`src/rtl/vsd_pkg.sv`:
```
package vsd_pkg;
  typedef enum logic [0:0] {
    VS_IDLE   = 1'b0,
    VS_ACTIVE = 1'b1
  } vs_state_e;
endpackage

```
`src/rtl/vsd_edge.sv`:
```
module vsd_edge (
  input  logic clk,
  input  logic rst_n,
  input  logic sync_n,
  output logic rise
);
  logic prev_q;

  // Idle level is high, so reset to 1 to avoid a spurious edge.
  always_ff @(posedge clk or negedge rst_n) begin
    if (!rst_n) prev_q <= 1'b1;
    else        prev_q <= sync_n;
  end

  assign rise = sync_n & ~prev_q;
endmodule

```
`src/rtl/vsd_integrator.sv`:
```
module vsd_integrator #(
  parameter int CNT_MAX = 24,
  parameter int DN_STEP = 4,
  parameter int CNT_W   = $clog2(CNT_MAX + 1)
) (
  input  logic             clk,
  input  logic             rst_n,
  input  logic             sync_n,
  output logic [CNT_W-1:0] cnt
);
  localparam logic [CNT_W-1:0] LIMIT = CNT_W'(CNT_MAX);
  localparam logic [CNT_W-1:0] STEP  = CNT_W'(DN_STEP);

  logic [CNT_W-1:0] cnt_q, cnt_d;

  always_comb begin
    if (!sync_n) begin
      cnt_d = (cnt_q >= LIMIT) ? LIMIT : cnt_q + CNT_W'(1);
    end else begin
      cnt_d = (cnt_q <= STEP) ? '0 : cnt_q - STEP;
    end
  end

  always_ff @(posedge clk or negedge rst_n) begin
    if (!rst_n) cnt_q <= '0;
    else        cnt_q <= cnt_d;
  end

  assign cnt = cnt_q;
endmodule

```
`src/rtl/vsd_gate.sv`:
```
module vsd_gate
  import vsd_pkg::*;
#(
  parameter int THRESH    = 16,
  parameter int END_EDGES = 2,
  parameter int CNT_W     = 5
) (
  input  logic             clk,
  input  logic             rst_n,
  input  logic             rise,
  input  logic [CNT_W-1:0] cnt,
  output logic             vflag,
  output logic             vsync_n
);
  localparam int EDGE_W = $clog2(END_EDGES + 1);
  localparam logic [EDGE_W-1:0] LAST_EDGE = EDGE_W'(END_EDGES - 1);

  vs_state_e         state_q;
  logic              flag_q;
  logic [EDGE_W-1:0] edges_q;
  logic              above;

  assign above = (cnt >= CNT_W'(THRESH));

  always_ff @(posedge clk or negedge rst_n) begin
    if (!rst_n) begin
      state_q <= VS_IDLE;
      flag_q  <= 1'b0;
      edges_q <= '0;
    end else if (rise) begin
      flag_q <= above;
      case (state_q)
        VS_IDLE: begin
          if (flag_q && above) begin
            state_q <= VS_ACTIVE;
            edges_q <= '0;
          end
        end
        VS_ACTIVE: begin
          if (above) begin
            edges_q <= '0;
          end else if (edges_q == LAST_EDGE) begin
            state_q <= VS_IDLE;
            edges_q <= '0;
          end else begin
            edges_q <= edges_q + EDGE_W'(1);
          end
        end
        default: state_q <= VS_IDLE;
      endcase
    end
  end

  assign vflag   = flag_q;
  assign vsync_n = (state_q != VS_ACTIVE);
endmodule

```
`src/rtl/vsync_detector.sv`:
```
module vsync_detector #(
  parameter int THRESH    = 16,
  parameter int CNT_MAX   = 24,
  parameter int DN_STEP   = 4,
  parameter int END_EDGES = 2
) (
  input  logic clk,
  input  logic rst_n,
  input  logic csync_n,
  output logic vsync_n,
  output logic vflag
);
  localparam int CNT_W = $clog2(CNT_MAX + 1);

  logic             rise_w;
  logic [CNT_W-1:0] cnt_w;

  vsd_edge u_edge (
    .clk    (clk),
    .rst_n  (rst_n),
    .sync_n (csync_n),
    .rise   (rise_w)
  );

  vsd_integrator #(
    .CNT_MAX (CNT_MAX),
    .DN_STEP (DN_STEP),
    .CNT_W   (CNT_W)
  ) u_integ (
    .clk    (clk),
    .rst_n  (rst_n),
    .sync_n (csync_n),
    .cnt    (cnt_w)
  );

  vsd_gate #(
    .THRESH    (THRESH),
    .END_EDGES (END_EDGES),
    .CNT_W     (CNT_W)
  ) u_gate (
    .clk     (clk),
    .rst_n   (rst_n),
    .rise    (rise_w),
    .cnt     (cnt_w),
    .vflag   (vflag),
    .vsync_n (vsync_n)
  );
endmodule

```
`config.mk`:
```
export PLATFORM = sky130hd
export DESIGN_NAME = vsync_detector
export DESIGN_NICKNAME = d
export VERILOG_FILES = /design/src/rtl/vsd_pkg.sv /design/src/rtl/vsd_edge.sv /design/src/rtl/vsd_integrator.sv /design/src/rtl/vsd_gate.sv /design/src/rtl/vsync_detector.sv
export SDC_FILE = /design/constraint.sdc
export NUM_CORES = 1
export LEC_CHECK = 0
export BUFFER_PORTS_ARGS = -buffer_cell sky130_fd_sc_hd__buf_2
export CELL_PAD_IN_SITES_DETAIL_PLACEMENT = 0
export CELL_PAD_IN_SITES_GLOBAL_PLACEMENT = 1
export CORE_MARGIN = 10
export CORE_UTILIZATION = 30
export CTS_CLUSTER_DIAMETER = 120
export DETAILED_ROUTE_END_ITERATION = 8
export PLACE_DENSITY = 0.64
export SLEW_MARGIN = 25
export SYNTH_ARGS = -nofsm -noshare
export SYNTH_HDL_FRONTEND = slang
export SYNTH_SLANG_ARGS = --single-unit
```
`constraint.sdc`:
```
create_clock -name clk -period 1.9 [get_ports clk]
set_input_delay 0.19 -clock clk [delete_from_list [all_inputs] [get_ports clk]]
set_output_delay 0.19 -clock clk [all_outputs]
set_load 0.02 [all_outputs]
```
After elaboration in Yosys (flattened, before gate mapping)
Cells that the tools add are included.

Output and inout bits: 2. Input bits: 3. Flip-flop bits (word level): 10.

Reductions and logical operators: 2. Bitwise operators: 3. Magnitude comparators: 3. Add/subtract/negate cells: 3. Mux-type cells: 11. Equality and inequality tests: 2.

Operator list (count): 5-bit two-way mux (3); 5-bit >= comparator (second input constant) (2); 2-bit two-way mux (3); 5-bit by 1-bit adder with 5-bit output (second input constant) (1); 5-bit by 3-bit less-or-equal comparator with 1-bit output (second input constant) (1); 5-bit by 3-bit subtractor with 5-bit output (second input constant) (1); 2-bit one-hot mux with 2 select lines (1); 1-bit two-way mux (3); 2-bit by 1-bit adder with 2-bit output (second input constant) (1); 2-bit by 1-bit equality test with 1-bit output (second input constant) (1); 2-bit by 1-bit != test with 1-bit output (second input constant) (1); 1-bit NOT (2); 1-bit one-hot mux with 2 select lines (1); 2-bit AND reduction (1); 1-bit bitwise AND (1); 1-bit logical AND (1).

Logic depth before layout (Yosys ltp)
Gate-level depths: netlist of run 1.

Depth in word-level cells: 4. Depth in mapped cells: 5.

Modules after synthesis
Synthesis of run 1 repeated with hierarchy kept, for this count alone.

Cell total of the unflattened synthesis: 57. Area total of the unflattened synthesis: 594.3 um^2.

By module, submodules not included: vsd_integrator (area an instance 362.8 um^2, cells each 38, sequential area each 125.1 um^2, times used 1); vsd_gate (area an instance 191.4 um^2, cells each 17, sequential area each 100.1 um^2, times used 1); vsd_edge (area an instance 40.0 um^2, cells each 2, sequential area each 26.3 um^2, times used 1).

Worst setup path before layout of run 1
OpenSTA, ideal clock, no wires.

Path kind: reg-to-reg. From: register u_integ.cnt_q[3] (netlist: u_integ.cnt[3]). To: register u_integ.cnt_q[1] (netlist: u_integ.cnt[1]). Data required time: 1.762 ns. Slack: 0.452 ns. Stages on the path, launching flop included: 6. Library setup time: 0.138 ns. Data arrival time: 1.310 ns. Cell sequence: dfrtp_1 > inv_1 > ha_1 > or3b_4 > a21oi_2 > o22ai_1.

Longest elaborated chain between the ends: 3.

Ends and longest elaborated chain: start, declared (RTL line vsd_integrator.sv:14) `logic [CNT_W-1:0] cnt_q, cnt_d;`; start signal, assigned (RTL line vsd_integrator.sv:26) `else cnt_q <= cnt_d;`; 5-bit >= comparator or 5-bit by 3-bit less-or-equal comparator with 1-bit output (tied branches) (RTL line vsd_integrator.sv:18, vsd_integrator.sv:20); 5-bit two-way mux, on equally long branches (RTL line vsd_integrator.sv:18, vsd_integrator.sv:20); 5-bit two-way mux (*) (RTL line vsd_integrator.sv:17) `if (!sync_n) begin`.

Every way passes the cells marked *; elsewhere a longest branch is shown, timed or not. A chain may end at the register's enable or synchronous reset.

Final worst setup path of run 1
Ends and elaborated chain as after synthesis.

==> flow_summary.toml, run 1 <==
[layout]
nFillCells = 205
nNetsFinal = 78
num_antenna_cells = 0
area_delta_synth_final_pct = 13.5
final_area_um2 = 682
drive_above_1_share_pct = 17.4
final_util_pct = 35.1

[logic_synthesis]
synth_top_cell_area_share_pct = 37.5
ys_seq_area_share_pct = 41.9
syn_nets = 70
yosys.area.top_type = "dfrtp_1"
synth_area_leaders = "dfrtp_1 38%, ha_1 10%, dfstp_2 4.4%"
avgSynthCellArea_um2 = 9.69
netlist_area_um2 = 601
synth.yosys.warnings = 0
post_synth_num_cell_types = 27
netlist_instances = 62
synth-seq-cells = 10

[detailed_routing]
viasPerCell = 4.79
routed_wl_um = 1100
drtIter0Drc = 28
drc = 0
wire_per_inst_um = 11.4
via_count = 460
first_pass_iters = 4
drtAntennaViolNets = 0

[sta]
max_slew.worst_pin.slew_ns = 0.314
rsz0062_at_grt = "false"
max_slew_margin_pct = 79.1
skew_ns = 0.00704
max_freq_ghz = 0.619
tns_ns = 0
timing.final.crit_share_pct = 85.0
finalSetupViolations = 0
hold_viol_final = 0
slew_viol_final = 0
finalCriticalPeriod_ns = 1.62

[clock_network]
cts_resized = 0
h-tree-depth = 1
cts_tree = "yes"
clkLatencyLatePin_ns = 0.26
clock_sink_count = 10
cts_inserted_buffers = 3
root_buffer = "clkbuf_4"
clk_pin_slew_ns = 0.06
clk_path_buf_depth = 2

[die]
io_pins = 5
die_area_um2 = 4190
coreArea_um2 = 1940
row_count = 16
die_w_um = 64.7
fp.dieH_um = 64.7
initial_core_util_pct = 30.9

[job]
drv_cap = 0

[grt]
grt.overflow.total = 0
grt_usage_pct = 5.90
antenna_found_initial = 0
grt_max_degree = 17
grt_pass1_vias = 465
grt_pass1_wl_um = 2010

[setup_path]
criticalPathCategory = "flop to flop"
cp.arrival_ns = 1.74
start_kind = "flop"
max_stage_delay_ns = 0.46
crit_chain = "inv_1, ha_1, or3b_4, a21oi_2, o22ai_1"
path_max_fanout = 8
crit_required_ns = 2.03
end_kind = "flop"
cp_slowest_cell = "dfrtp_1"

[placement]
port_buffers = 4
placedInstanceArea_um2 = 646
dp_hpwl_um = 816
gp_congestion = 0.756

[status]
status = "finished, final reports clean"

[power]
pwr_density_cell_nw_per_um2 = 1450
p_total_w = 0.000988
ir_worst_vdd_v = 0.000619
leakage_nw = 0.325

[hold_path]
hold_path_class = "input port to flop"
==> repair_timing <==
| action | CTS | global route |
|---|---|---|
| hold buffers | 1 | 0 |
| setup endpoints to repair | 0 | 0 |
| buffers inserted | 0 | 0 |
| endpoints found under the hold margin | 9 | 0 |
==> sequential cells by signal, indices dropped and copies added, names as in the netlist <==
register        count
u_gate.edges_q      2
u_gate.state_q      1
u_gate.vflag        1
u_edge.prev_q       1
u_integ.cnt         5
==> path summary, 6_finish.rpt <==
path,startpoint,end,slack [ns],cells past startpoint
setup / recovery,u_integ.cnt[3],u_integ.cnt[1],0.28,5
hold reg to reg,u_gate.edges_q[1],u_gate.edges_q[1],0.50,1
min in group asynchronous,rst_n,u_gate.edges_q[1],0.31,2
hold / removal,csync_n,u_edge.prev_q,0.16,1
max in group asynchronous,rst_n,u_edge.prev_q,1.33,2
setup reg to reg,u_integ.cnt[3],u_integ.cnt[1],0.28,5
==> layout by cell type (no fill, tap or decap), types with 2 or more instances in the layout <==
master	n
dfrtp_1	9
nand2_1	6
inv_1	5
ha_1	5
nand2b_1	4
o21ai_1	4
a21oi_1	4
buf_2	4
o21ai_0	3
clkbuf_4	3
o22ai_1	2
nor2b_1	2
nor2_1	2
==> routing by layer <==
metal	part of all wire (%)	wire length (um)	vias to the layer above	track usage, %
met2	49	540	13	9.48
met1	44	487	218	6.71
met4	0	0	0	1.60
met3	6.1	67	0	3.09
li1	-	-	229	-
met5	0	0	-	0
==> cells by family (layout without fill, tap and decap cells) <==
group                    count (synthesis)  after routing  synth area share (%)
AO/OA/AOI/OAI                           19             19                  21.5
adder cells (fa/ha/maj)                  5              5                  10.4
buffers and inverters                    7             14                  4.58
flip-flops                              10             10                  41.9
multiplexers                             2              2                  3.54
AND/OR/NAND/NOR                         19             19                  18.1
==> through the flow <==
stage	setup slack, ns	hold WS [ns]	cells
floorplan	0.452	-0.106	62
global placement	0.363	0.0589	91
detailed placement	0.319	0.0579	91
CTS	0.294	0.158	96
global route	0.203	0.158	96
finish	0.284	0.159	96
==> worst max-delay path, delay by kind of cell (launching register included) <==
family | cells | cell delay (ns)
fa+ha+maj | 1 | 0.15
flops | 1 | 0.46
compound gates | 2 | 0.37
simple gates | 1 | 0.39
buf+inv | 1 | 0.13
==> synthesized netlist by cell type <==
cell type	n
o22ai_1	2
nand2_1	6
dfrtp_1	9
o21ai_0	3
mux2i_1	1
o21ai_1	4
a21oi_2	1
nand3_1	1
a2bb2oi_1	1
nor4bb_1	1
o2bb2ai_1	1
inv_1	5
or2_2	1
dfstp_2	1
and3b_1	1
a221oi_2	1
buf_2	1
or3b_4	1
nand2b_1	4
nor2b_1	2
ha_1	5
a21oi_1	4
clkbuf_1	1
nor2_1	2
o211a_1	1
mux2_1	1
a32o_1	1
==> report_power, final <==
part           internal, W  switching (W)
combinational     0.000200       0.000205
clock            0.0000809      0.0000693
sequential        0.000294       0.000139
total             0.000575       0.000413
==> cell type report <==
class	count	area (um2)	area share [%]
clock buffers	4	26.3	3.85
repair buffers	5	30.0	4.40
inverters	5	18.8	2.75
well taps	27	33.8	4.95
flip-flops and latches	10	251	36.9
multi-input cells	45	322	47.2
No activity file was read; power rests on OpenSTA's default activity.
==> run 2, diff against run 1 <==
Settings changed: CTS_BUF_LIST set to sky130_fd_sc_hd__clkbuf_2 sky130_fd_sc_hd__clkbuf_4 sky130_fd_sc_hd__clkbuf_8.
==> run 2 against run 1 <==
  * Global-route usage increased by 0.17 points
  * Sequential share of layout area decreased by 0.20 points
  * Wire length grew 3.3%
  * Non-clock buffer count did not move
  * Die area stayed put
  * Cell area is 0.55% higher
  * Fmax about the same
  * Largest cell class unchanged
  * Worst setup slack about the same
  * Critical endpoint unchanged
  * Sequential cell count unchanged
  * Sequential power about the same
==> flow_summary.toml, run 2 (synthesis results as in run 1) <==
[status]
status = "finished, final reports clean"

[setup_path]
r2r_setup_slack_ns = 0.28
criticalPathCategory = "flop to flop"
max_stage_delay_ns = 0.46
crit_start = "u_integ.cnt[3]"
r2r-end = "u_integ.cnt[1]"
endpoint = "u_integ.cnt[1]"
path_max_fanout = 8
reg2regPathDepth = 5
start_kind = "flop"
end_kind = "flop"
crit-reg2reg-launch = "u_integ.cnt[3]"
cp.arrival_ns = 1.74
crit_required_ns = 2.03
cp_slowest_cell = "dfrtp_1"
crit_chain = "inv_1, ha_1, or3b_4, a21oi_2, o22ai_1"

[layout]
nNetsFinal = 78
drive_above_1_share_pct = 18.8
num_antenna_cells = 0
final_common_cell = "dfrtp_1"
layout_common_cells = "9 x dfrtp_1, 6 x nand2_1, 5 x inv_1, 5 x ha_1"
nFillCells = 206
fin_cells = 96
largest_reg_flops = 5
final_area_um2 = 686
area_delta_synth_final_pct = 14.2

[clock_network]
cts_resized = 0
clkLatencyLatePin_ns = 0.26
clock_sink_count = 10
cts_tree = "yes"
root_buffer = "clkbuf_4"
clk_pin_slew_ns = 0.06
clk_path_buf_depth = 2
h-tree-depth = 1
cts_inserted_buffers = 3

[placement]
dp_slack_ns = 0.319
port_buffers = 4
gp_congestion = 0.756
placed_cells = 91
placedInstanceArea_um2 = 646
dp_hpwl_um = 816

[die]
row_count = 16
io_pins = 5
die_w_um = 64.7
coreArea_um2 = 1940
initial_core_util_pct = 30.9
fp.dieH_um = 64.7
die_area_um2 = 4190

[grt]
grt_max_degree = 17
grt_pass1_wl_um = 2060
antenna_found_initial = 0
grt.overflow.total = 0
grt_pass1_vias = 472
grt_usage_pct = 6.08

[detailed_routing]
drc = 0
first_pass_iters = 4
viasPerCell = 4.82
via_count = 463
routed_wl_um = 1130
drtAntennaViolNets = 0
wire_per_inst_um = 11.8
drtIter0Drc = 26

[sta]
slew_viol_final = 0
hold_viol_final = 0
max_slew.worst_pin.slew_ns = 0.317
finalCriticalPeriod_ns = 1.62
timing.final.crit_share_pct = 85.1
finalSetupViolations = 0
skew_ns = 0.00788
tns_ns = 0
max_slew_margin_pct = 78.9
rsz0062_at_grt = "false"
postLayoutSetupSlackWorst_ns = 0.284
max_freq_ghz = 0.619

[power]
p_total_w = 0.00100
swShare_pct = 41.3
combPwrFrac_pct = 40.3
internal_power_w = 0.000589
pwr-share-clk_pct = 16.5
p_seq_share_pct = 43.2
ir_worst_vdd_v = 0.000610
leakage_nw = 0.329
pwr_density_cell_nw_per_um2 = 1460
switchingPower_w = 0.000415

[hold_path]
hold_path_class = "input port to flop"
min_delay_path_depth = 1

[job]
drv_cap = 0
## run 2: worst min path at each step
stage / start / end / slack, ns
after detailed placement: rst_n / u_gate.edges_q[1] / 0.06
after global routing: csync_n / u_edge.prev_q / 0.16
after floorplan: rst_n / u_gate.edges_q[0] / -0.11
final: csync_n / u_edge.prev_q / 0.16
after global placement: rst_n / u_gate.edges_q[1] / 0.06
after CTS: csync_n / u_edge.prev_q / 0.16
## run 2: critical path: cells and delay by family, from the launching register on
family	cells	cell delay [ns]
compound gates	2	0.37
fa+ha+maj	1	0.15
simple gates	1	0.39
buf+inv	1	0.13
flops	1	0.46
## run 2: final cells by class
type / instances / area, um2 / share of cell area (%)
multi-input combinational: 45 / 322 / 46.9
tap: 27 / 33.8 / 4.93
inverter: 5 / 18.8 / 2.74
timing repair buffer: 5 / 30.0 / 4.38
clock buffer: 4 / 30.0 / 4.38
sequential: 10 / 251 / 36.7
## run 2: timing repair
| action | CTS | global route |
|---|---|---|
| endpoints found under the hold margin | 9 | 0 |
| hold buffers | 1 | 0 |
| buffers inserted | 0 | 0 |
## run 2: metal layers
layer	track usage, %	share of wire, %
met5	0	0
met4	1.60	0
met3	3.09	5.7
met2	10.1	51
met1	6.71	44
## run 2: through the flow
step	hold slack (ns)	utilization, %
floorplan	-0.106	-
CTS	0.158	35.3
finish	0.160	35.3
global route	0.158	35.3
detailed placement	0.0579	33.2
global placement	0.0589	33.2
## run 2: power by group through the flow
stage               clock, W  combinational [W]  sequential, W
global placement           0           0.000404       0.000439
finish              0.000165           0.000405       0.000434
floorplan                  0           0.000343       0.000393
CTS                 0.000168           0.000412       0.000434
detailed placement         0           0.000405       0.000437
global route        0.000185           0.000473       0.000458
